## src/rtl/sconv_pkg.sv

```systemverilog
package sconv_pkg;
  localparam int FRAME_BITS = 16;
  localparam int LEAD_ZEROS = 2;
  localparam int N_EDGE_IN  = 2;
  localparam int IDX_CONV   = 0;
  localparam int IDX_SCK    = 1;
endpackage

```

## src/rtl/sconv_edge_det.sv

```systemverilog
module sconv_edge_det #(
  parameter int WIDTH = 2
) (
  input  logic             clk,
  input  logic             rst_n,
  input  logic [WIDTH-1:0] level_i,
  output logic [WIDTH-1:0] rise_o,
  output logic [WIDTH-1:0] fall_o
);
  logic [WIDTH-1:0] prev_q;

  for (genvar g = 0; g < WIDTH; g++) begin : g_edge
    always_ff @(posedge clk) begin
      if (!rst_n) prev_q[g] <= 1'b0;
      else        prev_q[g] <= level_i[g];
    end
    assign rise_o[g] = level_i[g] & ~prev_q[g];
    assign fall_o[g] = ~level_i[g] & prev_q[g];
  end
endmodule

```

## src/rtl/sconv_frame_ctrl.sv

```systemverilog
module sconv_frame_ctrl #(
  parameter int FRAME_BITS = 16
) (
  input  logic clk,
  input  logic rst_n,
  input  logic conv_rise_i,
  input  logic sck_rise_i,
  input  logic sleep_req_i,
  output logic start_o,
  output logic busy_o,
  output logic asleep_o,
  output logic ignored_o
);
  localparam int CW = $clog2(FRAME_BITS);

  logic          busy_q, asleep_q, ign_q;
  logic [CW-1:0] rise_cnt_q;
  logic          last_rise;

  assign start_o   = conv_rise_i & ~busy_q & ~asleep_q;
  assign last_rise = busy_q & sck_rise_i & (rise_cnt_q == CW'(FRAME_BITS - 1));

  always_ff @(posedge clk) begin
    if (!rst_n) begin
      busy_q     <= 1'b0;
      rise_cnt_q <= '0;
      ign_q      <= 1'b0;
    end else begin
      ign_q <= conv_rise_i & busy_q;
      if (start_o) begin
        busy_q     <= 1'b1;
        rise_cnt_q <= '0;
      end else if (busy_q && sck_rise_i) begin
        if (last_rise) begin
          busy_q     <= 1'b0;
          rise_cnt_q <= '0;
        end else begin
          rise_cnt_q <= rise_cnt_q + 1'b1;
        end
      end
    end
  end

  always_ff @(posedge clk) begin
    if (!rst_n)                                                  asleep_q <= 1'b0;
    else if (asleep_q && sck_rise_i)                             asleep_q <= 1'b0;
    else if (!asleep_q && !busy_q && sleep_req_i && !conv_rise_i) asleep_q <= 1'b1;
  end

  assign busy_o    = busy_q;
  assign asleep_o  = asleep_q;
  assign ignored_o = ign_q;

  assert_lockout_pulse_R3: assert property (@(posedge clk) disable iff (!rst_n)
    busy_q && conv_rise_i |=> ign_q);
  assert_pulse_only_on_lockout_R3: assert property (@(posedge clk) disable iff (!rst_n)
    ign_q |-> $past(busy_q && conv_rise_i));
  assert_frame_ends_on_rise_R4: assert property (@(posedge clk) disable iff (!rst_n)
    $fell(busy_q) |-> $past(sck_rise_i));
  assert_sleep_from_idle_R7: assert property (@(posedge clk) disable iff (!rst_n)
    $rose(asleep_q) |-> $past(!busy_q && sleep_req_i));
  assert_wake_on_sck_R8: assert property (@(posedge clk) disable iff (!rst_n)
    asleep_q && sck_rise_i |=> !asleep_q);
  assert_no_start_asleep_R8: assert property (@(posedge clk) disable iff (!rst_n)
    $rose(busy_q) |-> $past(!asleep_q));
endmodule

```

## src/rtl/sconv_frame_shifter.sv

```systemverilog
module sconv_frame_shifter #(
  parameter int RES_BITS   = 12,
  parameter int FRAME_BITS = 16,
  parameter int LEAD_ZEROS = 2
) (
  input  logic                clk,
  input  logic                rst_n,
  input  logic                start_i,
  input  logic                busy_i,
  input  logic                sck_rise_i,
  input  logic                sck_fall_i,
  input  logic [RES_BITS-1:0] sample_i,
  output logic                sdo_o
);
  localparam int TRAIL = FRAME_BITS - LEAD_ZEROS - RES_BITS;

  logic [FRAME_BITS-1:0] ext_w, frame_w, shreg_q;
  logic                  armed_q;

  assign ext_w   = {{(FRAME_BITS - RES_BITS){1'b0}}, sample_i};
  assign frame_w = ext_w << TRAIL;

  always_ff @(posedge clk) begin
    if (!rst_n) begin
      shreg_q <= '0;
      armed_q <= 1'b0;
    end else if (start_i) begin
      shreg_q <= frame_w;
      armed_q <= 1'b0;
    end else if (busy_i) begin
      if (sck_rise_i) begin
        armed_q <= 1'b1;
      end else if (sck_fall_i && armed_q) begin
        shreg_q <= shreg_q << 1;
        armed_q <= 1'b0;
      end
    end
  end

  assign sdo_o = busy_i & shreg_q[FRAME_BITS-1];

  assert_change_only_on_fall_R5: assert property (@(posedge clk) disable iff (!rst_n)
    busy_i && $past(busy_i) && !$past(sck_fall_i) |-> $stable(sdo_o));
endmodule

```

## src/rtl/sconv_port.sv

```systemverilog
module sconv_port #(
  parameter int RES_BITS = 12
) (
  input  logic                clk,
  input  logic                rst_n,
  input  logic                conv_i,
  input  logic                sck_i,
  input  logic                sleep_req_i,
  input  logic [RES_BITS-1:0] sample_i,
  output logic                sdo_o,
  output logic                busy_o,
  output logic                asleep_o,
  output logic                conv_ignored_o
);
  import sconv_pkg::*;

  logic [N_EDGE_IN-1:0] lvl, rise, fall;
  logic                 start;

  assign lvl[IDX_CONV] = conv_i;
  assign lvl[IDX_SCK]  = sck_i;

  sconv_edge_det #(.WIDTH(N_EDGE_IN)) u_edges (
    .clk(clk), .rst_n(rst_n), .level_i(lvl), .rise_o(rise), .fall_o(fall)
  );

  sconv_frame_ctrl #(.FRAME_BITS(FRAME_BITS)) u_ctrl (
    .clk(clk), .rst_n(rst_n),
    .conv_rise_i(rise[IDX_CONV]), .sck_rise_i(rise[IDX_SCK]),
    .sleep_req_i(sleep_req_i),
    .start_o(start), .busy_o(busy_o), .asleep_o(asleep_o),
    .ignored_o(conv_ignored_o)
  );

  sconv_frame_shifter #(
    .RES_BITS(RES_BITS), .FRAME_BITS(FRAME_BITS), .LEAD_ZEROS(LEAD_ZEROS)
  ) u_shift (
    .clk(clk), .rst_n(rst_n), .start_i(start), .busy_i(busy_o),
    .sck_rise_i(rise[IDX_SCK]), .sck_fall_i(fall[IDX_SCK]),
    .sample_i(sample_i), .sdo_o(sdo_o)
  );

  assert_conv_fall_unused_R2: assert property (@(posedge clk) disable iff (!rst_n)
    fall[IDX_CONV] && !busy_o |=> !busy_o);
endmodule

```

## config.mk

```make
export PLATFORM = sky130hd
export DESIGN_NAME = sconv_port
export DESIGN_NICKNAME = d
export VERILOG_FILES = /design/src/rtl/sconv_pkg.sv /design/src/rtl/sconv_edge_det.sv /design/src/rtl/sconv_frame_ctrl.sv /design/src/rtl/sconv_frame_shifter.sv /design/src/rtl/sconv_port.sv
export SDC_FILE = /design/constraint.sdc
export NUM_CORES = 1
export LEC_CHECK = 0
export ABC_AREA = 1
export ABC_CLOCK_PERIOD_IN_PS = 4000
export BUFFER_PORTS_ARGS = -buffer_cell sky130_fd_sc_hd__buf_2
export CORE_MARGIN = 2
export CORE_UTILIZATION = 55
export CTS_BUF_LIST = sky130_fd_sc_hd__clkbuf_16
export DETAILED_ROUTE_END_ITERATION = 10
export PLACE_DENSITY = 0.78
export SLEW_MARGIN = 20
export SYNTH_ARGS = -nofsm -noshare
export SYNTH_HDL_FRONTEND = slang
export SYNTH_HIERARCHICAL = 1
export SYNTH_SLANG_ARGS = --single-unit
```

## constraint.sdc

```tcl
create_clock -name clk -period 4 [get_ports clk]
set_clock_uncertainty 0.2 [all_clocks]
set_input_delay 0.6 -clock clk [delete_from_list [all_inputs] [get_ports clk]]
set_output_delay 0.6 -clock clk [all_outputs]
set_load 0.01 [all_outputs]
```

==> impl_metrics.toml <==
[min_path]
worstHoldEndpoint = "u_shift/armed_q"
min_from = "u_shift/armed_q"
min_path_cells = 2
min_path_type = "reg -> reg"

[detailed_routing]
vias_per_cell = 4.85
drt_iter0_markers = 19
firstDrtPassIters = 5
routed_wl_mm = 2.19
wl_per_cell_um = 10.0
drc_errors = 0
vias = 1057
postRouteAntennaNets = 0

[cts]
post_cts_buffers = 0
cts-htree-levels = 1
cts-root-buf = "clkbuf_16"
hold_buffers = 0
numCtsBuffers = 3
clk_pin_slew_worst_paths_ps = 60
clkLatencyLatePin_ps = 250
ctsLongestPathBuffers = 2
cts_tree = "built"
cts_sinks = 24
cts_resized = 0

[global_routing]
grt_max_degree = 25
antenna_found_initial = 0
track_usage = 0.189
grt_pass1_wl_mm = 3.77
grt_pass1_vias = 924
grt-ovfl-total = 0

[timing]
finalMaxSlewViolations = 0
max_freq_mhz = 509
period_minus_slack_ps = 1970
rsz0062_at_grt = "no"
final_hold_viol_count = 0
tns_ps = 0
slew_headroom = 0.651
fin_crit_sh = 0.491
worstMarginPinSlew_ps = 523
setup_viol = 0

[synthesis]
ys_warn_count = 6
synthCells = 173
syn_area_per_cell_um2 = 7.09
synth_nets = 191
syn_area_mm2 = 0.00123

[worst_setup_path]
cp-start-kind = "input pin"
reg2reg_slack_ps = 2050
r2r_end = "u_shift/shreg_q[3]"
critPathMaxFanout = 24
cp.required_ps = 3920
crit_arrival_ps = 1880
setup.worst_path.class = "in -> reg"
cp-end-kind = "register"
r2r_cells = 8
critPathLaunch = "conv_i"
reg2reg_from = "u_ctrl/busy_o"

[finish]
final_cell_mix = "nand2_1 (61), dfxtp_1 (24), buf_2 (20)"
drive_gt1_frac = 0.274
area_growth_pct = 13.0
design_area_mm2 = 0.00139
layout_commonest_cell = "nand2_1"
diodes = 0
final_nets = 210

[power_and_ir_drop]
p_int_mw = 0.408
ir_worst_vdd_mv = 0.304
net-switching-power_mw = 0.132
clock_power_share = 0.382
power_frac_seq = 0.477
power_frac_comb = 0.141
p_total_mw = 0.540
power_leakage_nw = 0.654
power_density_mw_per_mm2 = 389
p_sw_frac = 0.244

[placement]
portBuffers = 20
place_congestion = 0.856
hpwl_mm = 1.55
dpl_cell_area_mm2 = 0.00131

[die]
ioPinCount = 21
rows = 17
die_h_um = 51.2
dieArea_mm2 = 0.00263
core_area_mm2 = 0.00217
initial_core_util = 0.566
fp.dieW_um = 51.2

[status]
run_status = "finished clean"

[flow_run]
max-cap-violations = 0
-- flip-flops by register name (all words and copies together) (netlist names) --
name,flops
u_shift/armed_q,1
u_ctrl/ignored_o,1
u_ctrl/busy_o,1
u_ctrl/rise_cnt_q,4
u_ctrl/asleep_o,1
u_edges/prev_q,2
u_shift/shreg_q,14
-- power groups by stage --
stage / Clock, mW / Sequential (mW) / Combinational, mW
global placement: 0 / 0.262 / 0.0739
finish: 0.206 / 0.258 / 0.0759
global route: 0.221 / 0.259 / 0.0863
floorplan: 0 / 0.262 / 0.0622
detailed placement: 0 / 0.263 / 0.0754
CTS: 0.211 / 0.258 / 0.0761
-- per-layer routing --
layer / vias to the layer above / global-route usage / routed length, um
li1: 574 / - / -
met1: 465 / 0.241 / 1060
met2: 16 / 0.307 / 1040
met3: 2 / 0.0322 / 72
met4: 0 / 0.0921 / 16
met5: - / 0 / 0
-- through the flow --
stage | std cells | setup WS [ps] | hold slack, ps | utilization
2_1_floorplan | 173 | 2330 | 238 | -
3_5_place_dp | 215 | 1760 | 256 | 0.605
5_1_grt | 218 | 1810 | 296 | 0.640
4_1_cts | 218 | 2030 | 265 | 0.640
3_3_place_gp | 215 | 1820 | 246 | 0.605
6_report | 218 | 2030 | 263 | 0.640
-- worst max-delay path: stages --
cell	delay, ps
buf_2	80
inv_1	40
nor2_2	100
nand2_2	80
inv_1	310
inv_2	270
nand2_4	220
nand2_1	70
nand2_1	60
nor2_1	40
-- cell type report --
type	count	area (um^2)
clock buffer	3	75.1
fill	206	782
inverter	21	81.3
multi-input combinational	122	616
sequential	24	480
tap	28	35.0
timing repair buffer	20	100
-- worst max path at each step --
stage | end | slack, ps | cells after the start
4_1_cts | u_shift/shreg_q[3] | 2030 | 10
5_1_grt | u_shift/shreg_q[3] | 1810 | 10
6_report | u_shift/shreg_q[3] | 2030 | 10
3_3_place_gp | u_shift/shreg_q[3] | 1820 | 10
3_5_place_dp | u_shift/shreg_q[3] | 1760 | 10
2_1_floorplan | u_shift/shreg_q[10] | 2330 | 10
No activity file was read; power rests on OpenSTA's default activity.
